**src/rtl/acc_alu_pkg.sv**
```systemverilog
`timescale 1ns/1ps
package acc_alu_pkg;
  typedef enum logic [2:0] {
    FN_LOAD = 3'd0,
    FN_OR   = 3'd1,
    FN_AND  = 3'd2,
    FN_XOR  = 3'd3,
    FN_ADD  = 3'd4,
    FN_RSUB = 3'd5,
    FN_SHR  = 3'd6,
    FN_SUB  = 3'd7
  } alu_fn_e;

  localparam int FLAG_W = 4;
endpackage

```
**src/rtl/acc_alu_rst_sync.sv**
```systemverilog
`timescale 1ns/1ps
module acc_alu_rst_sync #(
  parameter int STAGES = 2
) (
  input  logic clk,
  input  logic rst_n,
  output logic rst_n_sync
);
  logic [STAGES-1:0] sync_q;

  always_ff @(posedge clk or negedge rst_n) begin
    if (!rst_n) sync_q <= '0;
    else        sync_q <= {sync_q[STAGES-2:0], 1'b1};
  end

  assign rst_n_sync = sync_q[STAGES-1];
endmodule

```
**src/rtl/acc_alu_adder.sv**
```systemverilog
`timescale 1ns/1ps
module acc_alu_adder #(
  parameter int DW = 8
) (
  input  logic [DW-1:0] a,
  input  logic [DW-1:0] b,
  input  logic          cin,
  output logic [DW-1:0] sum,
  output logic          cout
);
  logic [DW:0] c;
  assign c[0] = cin;

  for (genvar i = 0; i < DW; i++) begin : g_bit
    assign sum[i]  = a[i] ^ b[i] ^ c[i];
    assign c[i+1]  = (a[i] & b[i]) | (c[i] & (a[i] ^ b[i]));
  end

  assign cout = c[DW];
endmodule

```
**src/rtl/acc_alu_exec.sv**
```systemverilog
`timescale 1ns/1ps
module acc_alu_exec
  import acc_alu_pkg::*;
#(
  parameter int DW = 8
) (
  input  logic [2:0]    fn,
  input  logic [DW-1:0] d_in,
  input  logic [DW-1:0] m_in,
  input  logic          c_in,
  output logic [DW-1:0] d_out,
  output logic          c_out
);
  logic [DW-1:0] add_a, add_b, add_s;
  logic          add_ci, add_co;
  alu_fn_e       f;

  assign f = alu_fn_e'(fn);

  // One adder serves add and both subtract directions.
  always_comb begin
    add_a  = d_in;
    add_b  = m_in;
    add_ci = 1'b0;
    unique case (f)
      FN_RSUB: begin add_a = m_in; add_b = ~d_in; add_ci = 1'b1; end
      FN_SUB:  begin add_a = d_in; add_b = ~m_in; add_ci = 1'b1; end
      default: ;
    endcase
  end

  acc_alu_adder #(.DW(DW)) u_add (
    .a(add_a), .b(add_b), .cin(add_ci), .sum(add_s), .cout(add_co)
  );

  always_comb begin
    d_out = d_in;
    c_out = c_in;
    unique case (f)
      FN_LOAD: d_out = m_in;
      FN_OR:   d_out = d_in | m_in;
      FN_AND:  d_out = d_in & m_in;
      FN_XOR:  d_out = d_in ^ m_in;
      FN_ADD, FN_RSUB, FN_SUB: begin
        d_out = add_s;
        c_out = add_co;
      end
      FN_SHR: begin
        d_out = {1'b0, d_in[DW-1:1]};
        c_out = d_in[0];
      end
      default: ;
    endcase
  end
endmodule

```
**src/rtl/acc_alu_cond.sv**
```systemverilog
`timescale 1ns/1ps
module acc_alu_cond
  import acc_alu_pkg::*;
#(
  parameter int DW = 8
) (
  input  logic [3:0]        code,
  input  logic [DW-1:0]     d,
  input  logic              c,
  input  logic [FLAG_W-1:0] flags,
  output logic              taken
);
  logic d_zero, flag_sel;

  assign d_zero   = ~|d;
  assign flag_sel = flags[code[1:0]];

  always_comb begin
    unique case (code)
      4'h0:                      taken = 1'b1;
      4'h2:                      taken = d_zero;
      4'h3:                      taken = c;
      4'h4, 4'h5, 4'h6, 4'h7:    taken = flag_sel;
      4'hA:                      taken = ~d_zero;
      4'hB:                      taken = ~c;
      4'hC, 4'hD, 4'hE, 4'hF:    taken = ~flag_sel;
      default:                   taken = 1'b0;  // 1 and 8: never
    endcase
  end
endmodule

```
**src/rtl/acc_alu.sv**
```systemverilog
`timescale 1ns/1ps
module acc_alu
  import acc_alu_pkg::*;
#(
  parameter int DW = 8
) (
  input  logic              clk,
  input  logic              rst_n,
  input  logic              op_valid,
  input  logic [2:0]        alu_fn,
  input  logic [DW-1:0]     operand,
  input  logic [3:0]        br_code,
  input  logic [FLAG_W-1:0] ext_flag,
  output logic [DW-1:0]     acc,
  output logic              carry,
  output logic              br_taken
);
  logic          rst_n_sync;
  logic [DW-1:0] acc_q, acc_nxt, exec_d;
  logic          c_q, c_nxt, exec_c;

  acc_alu_rst_sync #(.STAGES(2)) u_rst (
    .clk(clk), .rst_n(rst_n), .rst_n_sync(rst_n_sync)
  );

  acc_alu_exec #(.DW(DW)) u_exec (
    .fn(alu_fn), .d_in(acc_q), .m_in(operand), .c_in(c_q),
    .d_out(exec_d), .c_out(exec_c)
  );

  // Next-state: update only when enabled.
  always_comb begin
    acc_nxt = acc_q;
    c_nxt   = c_q;
    if (op_valid) begin
      acc_nxt = exec_d;
      c_nxt   = exec_c;
    end
  end

  always_ff @(posedge clk or negedge rst_n_sync) begin
    if (!rst_n_sync) begin
      acc_q <= '0;
      c_q   <= 1'b0;
    end else begin
      acc_q <= acc_nxt;
      c_q   <= c_nxt;
    end
  end

  acc_alu_cond #(.DW(DW)) u_cond (
    .code(br_code), .d(acc_q), .c(c_q), .flags(ext_flag), .taken(br_taken)
  );

  assign acc   = acc_q;
  assign carry = c_q;
endmodule

```
**config.mk**
```make
export PLATFORM = sky130hd
export DESIGN_NAME = acc_alu
export DESIGN_NICKNAME = d
export VERILOG_FILES = /design/src/rtl/acc_alu_pkg.sv /design/src/rtl/acc_alu_rst_sync.sv /design/src/rtl/acc_alu_adder.sv /design/src/rtl/acc_alu_exec.sv /design/src/rtl/acc_alu_cond.sv /design/src/rtl/acc_alu.sv
export SDC_FILE = /design/constraint.sdc
export NUM_CORES = 1
export LEC_CHECK = 0
export BUFFER_PORTS_ARGS = -buffer_cell sky130_fd_sc_hd__buf_4
export CAP_MARGIN = 20
export CORE_MARGIN = 1.5
export CORE_UTILIZATION = 60
export DETAILED_ROUTE_END_ITERATION = 7
export PLACE_DENSITY_LB_ADDON = 0.08
export SETUP_SLACK_MARGIN = 0.05
export SLEW_MARGIN = 20
export SYNTH_ARGS = -nofsm -noshare
export SYNTH_HDL_FRONTEND = slang
export SYNTH_HIERARCHICAL = 1
export SYNTH_SLANG_ARGS = --single-unit
```
**constraint.sdc**
```tcl
create_clock -name clk -period 2.4 [get_ports clk]
set_input_delay 0.36 -clock clk [delete_from_list [all_inputs] [get_ports clk]]
set_output_delay 0.36 -clock clk [all_outputs]
set_load 0.02 [all_outputs]
```
==> results.cfg, run 1 <==
[outcome]
outcome = finished, violations left
failed_checks = setup timing

[critical_path]
path_delay_family = adder cells
crit_top_cell = fa_2
cp_cell_sequence = inv_2 > o21ai_2 > o21ai_2 > fa_2 > inv_2 > fa_1 > inv_2 > fa_2 > fa_2 > fa_2 > fa_2 > fa_2 > inv_2 > fa_1 > inv_1 > nor2b_1 > o32a_1 > nor2_1 > mux2_4
slowest_stage = dfrtp_2
start_kind = flop
cp.buffers_inverters = 5
setup.worst_path.class = flop to flop
reg2reg_to = acc[7]$_DFFE_PN0P_
path_max_fanout = 3
ff2ff_setup_slack_ns = -1.72
max_stage_delay_ns = 0.40
r2r_start = acc[0]$_DFFE_PN0P_
worst_setup_path_end_kind = flop
cp.arrival_ns = 4.35
cp.required_ns = 2.63
reg2regPathDepth = 19

[synth]
async_reset_ff_share_pct = 100
synth_nets = 264
synth_edf_count = 0
synthFlopType = dfrtp_1
synthTopCellsByArea = dfrtp_1 (16%), ha_1 (12%), fa_1 (9.5%)
synth_top_area_cell = dfrtp_1
syn-instance-count = 218
syn_area_mm2 = 0.00169
avgSynthCellArea_um2 = 7.74
ys_warn_count = 6
synth.ff_latch_count = 11
synth-seq-area-share_pct = 16.3
synth_top_area_share_pct = 16.3
synth_cell_types = 40

[clocking]
clock-sinks = 11
cts_buffer_depth = 2
root_buffer = clkbuf_4
cts_tree = yes
cts_buffers = 3
path_clk_slew_ns = 0.08
clk_latency_ns = 0.28
h-tree-depth = 1

[global_route]
grt_pass1_vias = 1857
grt_pass1_wl_um = 8450
grt.overflow.total = 0
grt_max_degree = 28
antenna_found_initial = 0
grt_usage_pct = 34.4

[sta]
tns_ns = -6.43
timing.final.crit_share_pct = 172
rsz0062_at_grt = yes
clock_skew_ns = 0.00328
finalSetupViolCount = 6
worst_pin_slew_ns = 0.548
layout_min_cycle_time_ns = 4.12
setup_ws_ns = -1.72
fmax_mhz = 243
maxSlewViolCount = 0
hold_viol_final = 0
hold_slack_ns = 0.182
relSlewSlack_pct = 63.1

[cells_and_area]
fin_area_mm2 = 0.00222
area_growth_syn_to_layout_pct = 31.5
layout_commonest_cell = buf_4
final_cell_count_no_fill = 303
final_cell_mix = buf_4 (63), inv_1 (24), nand2_1 (24)
drive_above_1_share_pct = 36.4
antenna_cells = 0
nets = 319

[place]
placed_cell_area_mm2 = 0.00216
numPortBuffers = 31
dpl.hpwl_um = 3620
gp_congestion = 0.875
dp_cells = 297

[power]
ir_worst_vdd_uv = 807
leakage_nw = 1.10
power-per-cell-area_mw_per_mm2 = 734

[detailed_routing]
vias_per_cell = 6.07
wl_met1_um = 1830
post_drt_wl_per_cell_um = 16.4
num_vias = 1839
firstDrtPassIters = 5
wl_met3_um = 547
post-route-drc-count = 0
routed_wl_um = 4960
wl_met2_um = 2400
ant_nets = 0
highest_layer = met4
drt_iter0_drc = 159

[job]
cap_violations = 0

[floorplan]
rows = 19
die_w_um = 56.0
die_area_mm2 = 0.00314
coreArea_mm2 = 0.00271
io_pins = 32
die_h_um = 56.0
start_util_pct = 62.2

[worst_hold_path]
hold_path_class = flop to async pin
[layout make-up]
type	count	area, um^2
Sequential cell	11	277
Inverter	29	113
Fill cell	184	493
Multi-Input combinational cell	164	1280
Tap cell	31	38.8
Timing Repair Buffer	64	483
Clock buffer	4	26.3
[worst max-delay path by stage]
| stage | from | to | slack, ns | cells past startpoint |
|---|---|---|---|---|
| 3_3_place_gp | alu_fn[1] | acc[7]$_DFFE_PN0P_ | -1.85 | 21 |
| 6_report | acc[0]$_DFFE_PN0P_ | acc[7]$_DFFE_PN0P_ | -1.72 | 19 |
| 2_1_floorplan | alu_fn[1] | acc[7]$_DFFE_PN0P_ | -1.76 | 20 |
| 5_1_grt | acc[0]$_DFFE_PN0P_ | acc[7]$_DFFE_PN0P_ | -1.85 | 19 |
| 4_1_cts | acc[0]$_DFFE_PN0P_ | acc[7]$_DFFE_PN0P_ | -1.71 | 19 |
| 3_5_place_dp | alu_fn[1] | acc[7]$_DFFE_PN0P_ | -1.94 | 21 |
[cells in the mapped netlist, types with 2 or more instances]
cell      number
o21a_1         3
a21oi_1       13
nor4_1         2
o22a_1         2
o31ai_1        4
ha_1          16
mux2_4         9
nand2b_1       2
nand2_1       26
nor2_1        13
buf_2          7
nand3_1        6
fa_1           8
a32oi_1        4
inv_1         29
dfrtp_1       11
a211o_1        2
clkbuf_1       2
nor3_1         7
buf_4          4
o21ai_0       26
a31oi_1        4
[sequential cells by signal, indices dropped and copies added (netlist names)]
register / flops
acc: 8
carry: 1
u_rst/sync_q: 2
[kinds of logic (layout without fill, tap and decap cells)]
logic type	count (synthesis)	count (layout)	share of synthesized area, %
adders and majority gates	24	24	21.4
AOI/OAI and AO/OA	64	64	23.2
buffers and inverters	43	97	11.4
muxes	11	11	9.94
other	1	1	0.222
xor gates and xnor gates	2	2	1.04
and+or+nand+nor	62	62	16.5
DFF	11	11	16.3
[per-layer routing]
layer | global-route usage (%) | vias up
li1 | - | 856
met1 | 41.9 | 833
met2 | 56.6 | 124
met3 | 8.14 | 26
met4 | 17.0 | 0
met5 | 0 | -
[timing repair]
| action | CTS | global route |
|---|---|---|
| buffers inserted | 1 | 0 |
| hold buffers | 1 | 0 |
| pin swaps | 4 | 2 |
| setup endpoints to repair | 7 | 7 |
| hold endpoints to repair | 2 | 0 |
| resized for setup | 3 | 2 |
[worst register-to-register path: stages (launching register included)]
cell and delay [ns]:
dfrtp_2 0.40, inv_2 0.05, o21ai_2 0.11, o21ai_2 0.07, fa_2 0.36, inv_2 0.06, fa_1 0.18, inv_2 0.04
fa_2 0.34, fa_2 0.35, fa_2 0.35, fa_2 0.34, fa_2 0.34, inv_2 0.06, fa_1 0.40, inv_1 0.06
nor2b_1 0.04, o32a_1 0.28, nor2_1 0.10, mux2_4 0.14
[power by group]
| part | switching [mW] | total (mW) | internal [mW] |
|---|---|---|---|
| Clock | 0.0756 | 0.140 | 0.0647 |
| Sequential | 0.0728 | 0.322 | 0.249 |
| Combinational | 0.598 | 1.17 | 0.568 |
| Total | 0.746 | 1.63 | 0.882 |
[stage by stage]
step | worst slack [ns] | power, mW | util [%]
final | -1.72 | 1.63 | 81.8
after global routing | -1.85 | 1.77 | 81.8
after CTS | -1.71 | 1.61 | 81.7
after detailed placement | -1.94 | 1.44 | 79.7
after global placement | -1.85 | 1.38 | 79.7
after floorplan | -1.76 | 1.02 | -
Note: power is estimated with default switching activity, not from simulation.
==> inputs of run 2 (changes only) <==
CORE_UTILIZATION = 56   (was 60)
CTS_CLUSTER_SIZE = 40   (was not set)
clock period = 4.7 ns   (was 2.4 ns; I/O delays follow)
==> results.cfg, run 2 (synthesis results as in run 1) <==
[outcome]
outcome = finished, violations left
failed_checks = DRC

[power]
ir_worst_vdd_uv = 300
p_total_uw = 730
leakage_nw = 0.997
power-per-cell-area_mw_per_mm2 = 365

[clocking]
h-tree-depth = 1
cts_buffer_depth = 2
postCtsHoldBufs = 0
clock-sinks = 11
path_clk_slew_ns = 0.07
cts_tree = yes
clk_latency_ns = 0.27
root_buffer = clkbuf_4
cts_buffers = 3

[detailed_routing]
drt_iter0_drc = 145
routed_wl_um = 4290
wl_met2_um = 2230
wl_met1_um = 1830
wl_met3_um = 210
post-route-drc-count = 2
vias_per_cell = 5.98
num_vias = 1673
post_drt_wl_per_cell_um = 15.3
ant_nets = 0
firstDrtPassIters = 7
highest_layer = met4

[critical_path]
start_kind = input pin
cp.arrival_ns = 4.75
path_max_fanout = 6
worst_setup_path_end_kind = flop
cp.required_ns = 4.91
setup.worst_path.class = input pin to flop

[sta]
maxSlewViolCount = 0
rsz0062_at_grt = no
layout_min_cycle_time_ns = 4.54
fmax_mhz = 221
timing.final.crit_share_pct = 96.5
finalSetupViolCount = 0
tns_ns = 0
hold_viol_final = 0
clock_skew_ns = 0.00218

[job]
cap_violations = 0

[cells_and_area]
fillCellCount = 238
antenna_cells = 0
nets = 296
drive_above_1_share_pct = 24.9
layout_commonest_cell = buf_4
final_cell_mix = buf_4 (41), inv_1 (28), nand2_1 (26)
area_growth_syn_to_layout_pct = 18.7
final_cell_count_no_fill = 280
largest_reg_flops = 8

[floorplan]
start_util_pct = 60.1
die_area_mm2 = 0.00335
die_h_um = 57.9
io_pins = 32
rows = 19
coreArea_mm2 = 0.00281
die_w_um = 57.9

[place]
dpl.hpwl_um = 3190
dp_cells = 276
numPortBuffers = 31
gp_congestion = 0.840

[global_route]
grt_max_degree = 28
antenna_found_initial = 0
grt_pass1_wl_um = 7290
grt_usage_pct = 27.9
grt_pass1_vias = 1618
grt.overflow.total = 0

[worst_hold_path]
hold_path_class = flop to async pin
## run 2: layout make-up
class,instances,area [um^2],share of cell area [%]
Multi-Input combinational cell,164,1240,62.2
Inverter,29,109,5.44
Clock buffer,4,26.3,1.31
Tap cell,31,38.8,1.94
Sequential cell,11,275,13.8
Timing Repair Buffer,41,308,15.4
## run 2: final timing paths
check / from / to / slack (ns) / depth (start not counted)
min: u_rst/sync_q[1]$_DFF_PN0_ / acc[5]$_DFFE_PN0P_ / 0.19 / 0
min reg2reg: u_rst/sync_q[1]$_DFF_PN0_ / acc[5]$_DFFE_PN0P_ / 0.19 / 0
min in group clk: u_rst/sync_q[0]$_DFF_PN0_ / u_rst/sync_q[1]$_DFF_PN0_ / 0.37 / 0
max in group asynchronous: u_rst/sync_q[1]$_DFF_PN0_ / acc[0]$_DFFE_PN0P_ / 4.20 / 0
max: alu_fn[1] / acc[7]$_DFFE_PN0P_ / 0.16 / 20
max reg2reg: acc[0]$_DFFE_PN0P_ / acc[7]$_DFFE_PN0P_ / 0.26 / 19
## run 2: what timing repair did
item,in CTS,in global routing
endpoints found under the setup margin,0,1
resized for setup,0,4
buffers inserted,0,0
## run 2: power by group
group / switching (mW) / internal, mW
Sequential: 0.0725 / 0.126
Clock: 0.0341 / 0.0329
Combinational: 0.236 / 0.228
## run 2: critical path, stage by stage
cell	delay [ns]
buf_4	0.12
buf_4	0.15
o21ai_2	0.13
o21ai_1	0.09
fa_1	0.40
inv_1	0.08
fa_1	0.16
inv_1	0.05
fa_2	0.35
fa_2	0.35
fa_2	0.34
fa_2	0.34
fa_1	0.36
inv_1	0.09
fa_1	0.42
inv_1	0.07
nor2b_1	0.04
o32a_1	0.28
nor2_1	0.11
mux2_4	0.14
## run 2: metal layers
metal / track usage (%) / vias to the layer above
met1: 35.3 / 802
li1: - / 814
met3: 5.58 / 4
met5: 0 / -
met4: 9.30 / 0
met2: 47.7 / 53
## run 2: per-stage QoR
| stage | utilization [%] | setup slack [ns] | instance area, um^2 | hold WS, ns |
|---|---|---|---|---|
| 6_report | 71.4 | 0.165 | 2000 | 0.188 |
| 2_1_floorplan | - | 0.00654 | 1730 | 0.108 |
| 3_5_place_dp | 70.2 | -0.193 | 1970 | 0.177 |
| 3_3_place_gp | 70.2 | -0.0963 | 1970 | 0.176 |
| 4_1_cts | 71.1 | 0.0905 | 2000 | 0.184 |
| 5_1_grt | 71.4 | 0.0579 | 2000 | 0.181 |
==> inputs of run 3 (changes only) <==
CORE_MARGIN = 10   (was 1.5)
MAX_ROUTING_LAYER = met4   (was not set)
RECOVER_POWER = 50   (was not set)
==> results.cfg, run 3 (synthesis results as in run 1) <==
[outcome]
outcome = finished clean

[worst_hold_path]
hold_path_class = flop to async pin

[critical_path]
critPathLaunch = alu_fn[1]
slowest_stage = fa_2
endpoint = acc[7]$_DFFE_PN0P_
reg2reg_to = acc[7]$_DFFE_PN0P_
path_delay_family = adder cells
max_stage_delay_ns = 0.40
ff2ff_setup_slack_ns = 0.31
worst_setup_path_end_kind = flop
cp.required_ns = 4.93
cp_cell_sequence = buf_4 > buf_4 > o21ai_1 > o21ai_1 > fa_2 > inv_1 > fa_1 > inv_1 > fa_2 > fa_2 > fa_2 > fa_2 > fa_2 > inv_1 > fa_1 > inv_1 > nor2b_1 > o32a_1 > nor2_1 > mux2_4
setup.worst_path.class = input pin to flop
cp.arrival_ns = 4.71
crit_top_cell = fa_2
cp.buffers_inverters = 6
reg2regPathDepth = 19
r2r_start = acc[0]$_DFFE_PN0P_
worst-path-stages = 20
start_kind = input pin
path_max_fanout = 7

[clocking]
root_buffer = clkbuf_4
clock-sinks = 11
cts_tree = yes
path_clk_slew_ns = 0.09
post_cts_buffers = 0
cts_buffers = 3
cts_buffer_depth = 2
clk_latency_ns = 0.28
h-tree-depth = 1

[global_route]
grt_pass1_wl_um = 7610
grt_pass1_vias = 1607
grt.overflow.total = 0
grt_max_degree = 28
grt_usage_pct = 17.8
antenna_found_initial = 0

[sta]
finalSetupViolCount = 0
clock_skew_ns = 0.00511
maxSlewViolCount = 0
hold_viol_final = 0
setup_ws_ns = 0.221
layout_min_cycle_time_ns = 4.48
fmax_mhz = 223
timing.final.crit_share_pct = 95.3
rsz0062_at_grt = no

[detailed_routing]
firstDrtPassIters = 4
post_drt_wl_per_cell_um = 17.1
ant_nets = 0
post-route-drc-count = 0
num_vias = 1665
vias_per_cell = 5.97
routed_wl_um = 4780
drt_iter0_drc = 128

[cells_and_area]
area_growth_syn_to_layout_pct = 17.7
drive_above_1_share_pct = 24.2
final_cell_mix = buf_4 (36), inv_1 (28), nand2_1 (26)
layout_commonest_cell = buf_4
antenna_cells = 0
largest_reg_flops = 8
nets = 295
final_cell_count_no_fill = 279

[place]
dpl.hpwl_um = 3640
numPortBuffers = 31
gp_congestion = 0.919
post-place-ws_ns = -0.206
dp_cells = 275

[power]
p_total_uw = 726
power-per-cell-area_mw_per_mm2 = 366
ir_worst_vdd_uv = 234
leakage_nw = 0.978

[floorplan]
start_util_pct = 59.6
coreArea_mm2 = 0.00283
die_w_um = 74.9
rows = 19
die_area_mm2 = 0.00561
die_h_um = 74.9
io_pins = 32

[job]
cap_violations = 0
[run 3: cell types whose count changed in the layout (fill, tap and decap cells not counted), sizes merged]
| cell | delta |
|---|---|
| clkbuf | +3 |
| buf | -5 |
| clkinv | +1 |
[run 3: worst register-to-register path, delay by kind of cell, from the launching register on]
kind / cells / cell delay [ns]
and+or+nand+nor: 2 / 0.14
muxes: 1 / 0.14
buffers and inverters: 5 / 0.37
adders and majority gates: 8 / 2.68
DFF: 1 / 0.50
AOI/OAI and AO/OA: 3 / 0.51
[run 3: cell type report]
type,count,area [um^2]
Inverter,29,109
Tap cell,31,38.8
Fill cell,243,843
Clock buffer,3,22.5
Sequential cell,11,275
Timing Repair Buffer,40,285
Multi-Input combinational cell,164,1250
Clock inverter,1,5.00
[run 3: worst min path at each step]
stage | start | to | slack [ns] | cells after the start
2_1_floorplan | u_rst/sync_q[1]$_DFF_PN0_ | acc[0]$_DFFE_PN0P_ | 0.11 | 0
3_3_place_gp | u_rst/sync_q[1]$_DFF_PN0_ | acc[7]$_DFFE_PN0P_ | 0.18 | 0
3_5_place_dp | u_rst/sync_q[1]$_DFF_PN0_ | acc[0]$_DFFE_PN0P_ | 0.18 | 0
4_1_cts | rst_n | u_rst/sync_q[0]$_DFF_PN0_ | 0.19 | 1
5_1_grt | rst_n | u_rst/sync_q[0]$_DFF_PN0_ | 0.19 | 1
6_report | u_rst/sync_q[1]$_DFF_PN0_ | acc[0]$_DFFE_PN0P_ | 0.18 | 0
[run 3: what timing repair did]
action,CTS,global route
resized for setup,0,6
endpoints found under the setup margin,0,1
hold buffers,0,0
[run 3: stage by stage]
stage / hold slack [ns] / setup TNS, ns / util, % / instance area, um^2
after detailed placement: 0.185 / -0.206 / 69.3 / 1960
after global placement: 0.183 / -0.131 / 69.3 / 1960
final: 0.183 / 0 / 70.2 / 1990
after floorplan: 0.108 / 0 / - / 1730
after CTS: 0.186 / 0 / 70.3 / 1990
after global routing: 0.191 / 0 / 70.2 / 1990
[run 3: routing by layer]
| layer | vias to the layer above | wire, um | GRT usage, % |
|---|---|---|---|
| met2 | 72 | 2380 | 29.4 |
| met1 | 779 | 1960 | 21.8 |
| met4 | 0 | 38 | 3.78 |
| met5 | - | 0 | - |
| li1 | 810 | - | - |
| met3 | 4 | 401 | 3.55 |
[run 3: where the power goes]
group / switching, mW / internal [mW] / leakage [nW]
logic: 0.241 / 0.219 / 0.829
clock network: 0.0386 / 0.0316 / 0.0177
registers: 0.0694 / 0.126 / 0.132
total: 0.349 / 0.377 / 0.978
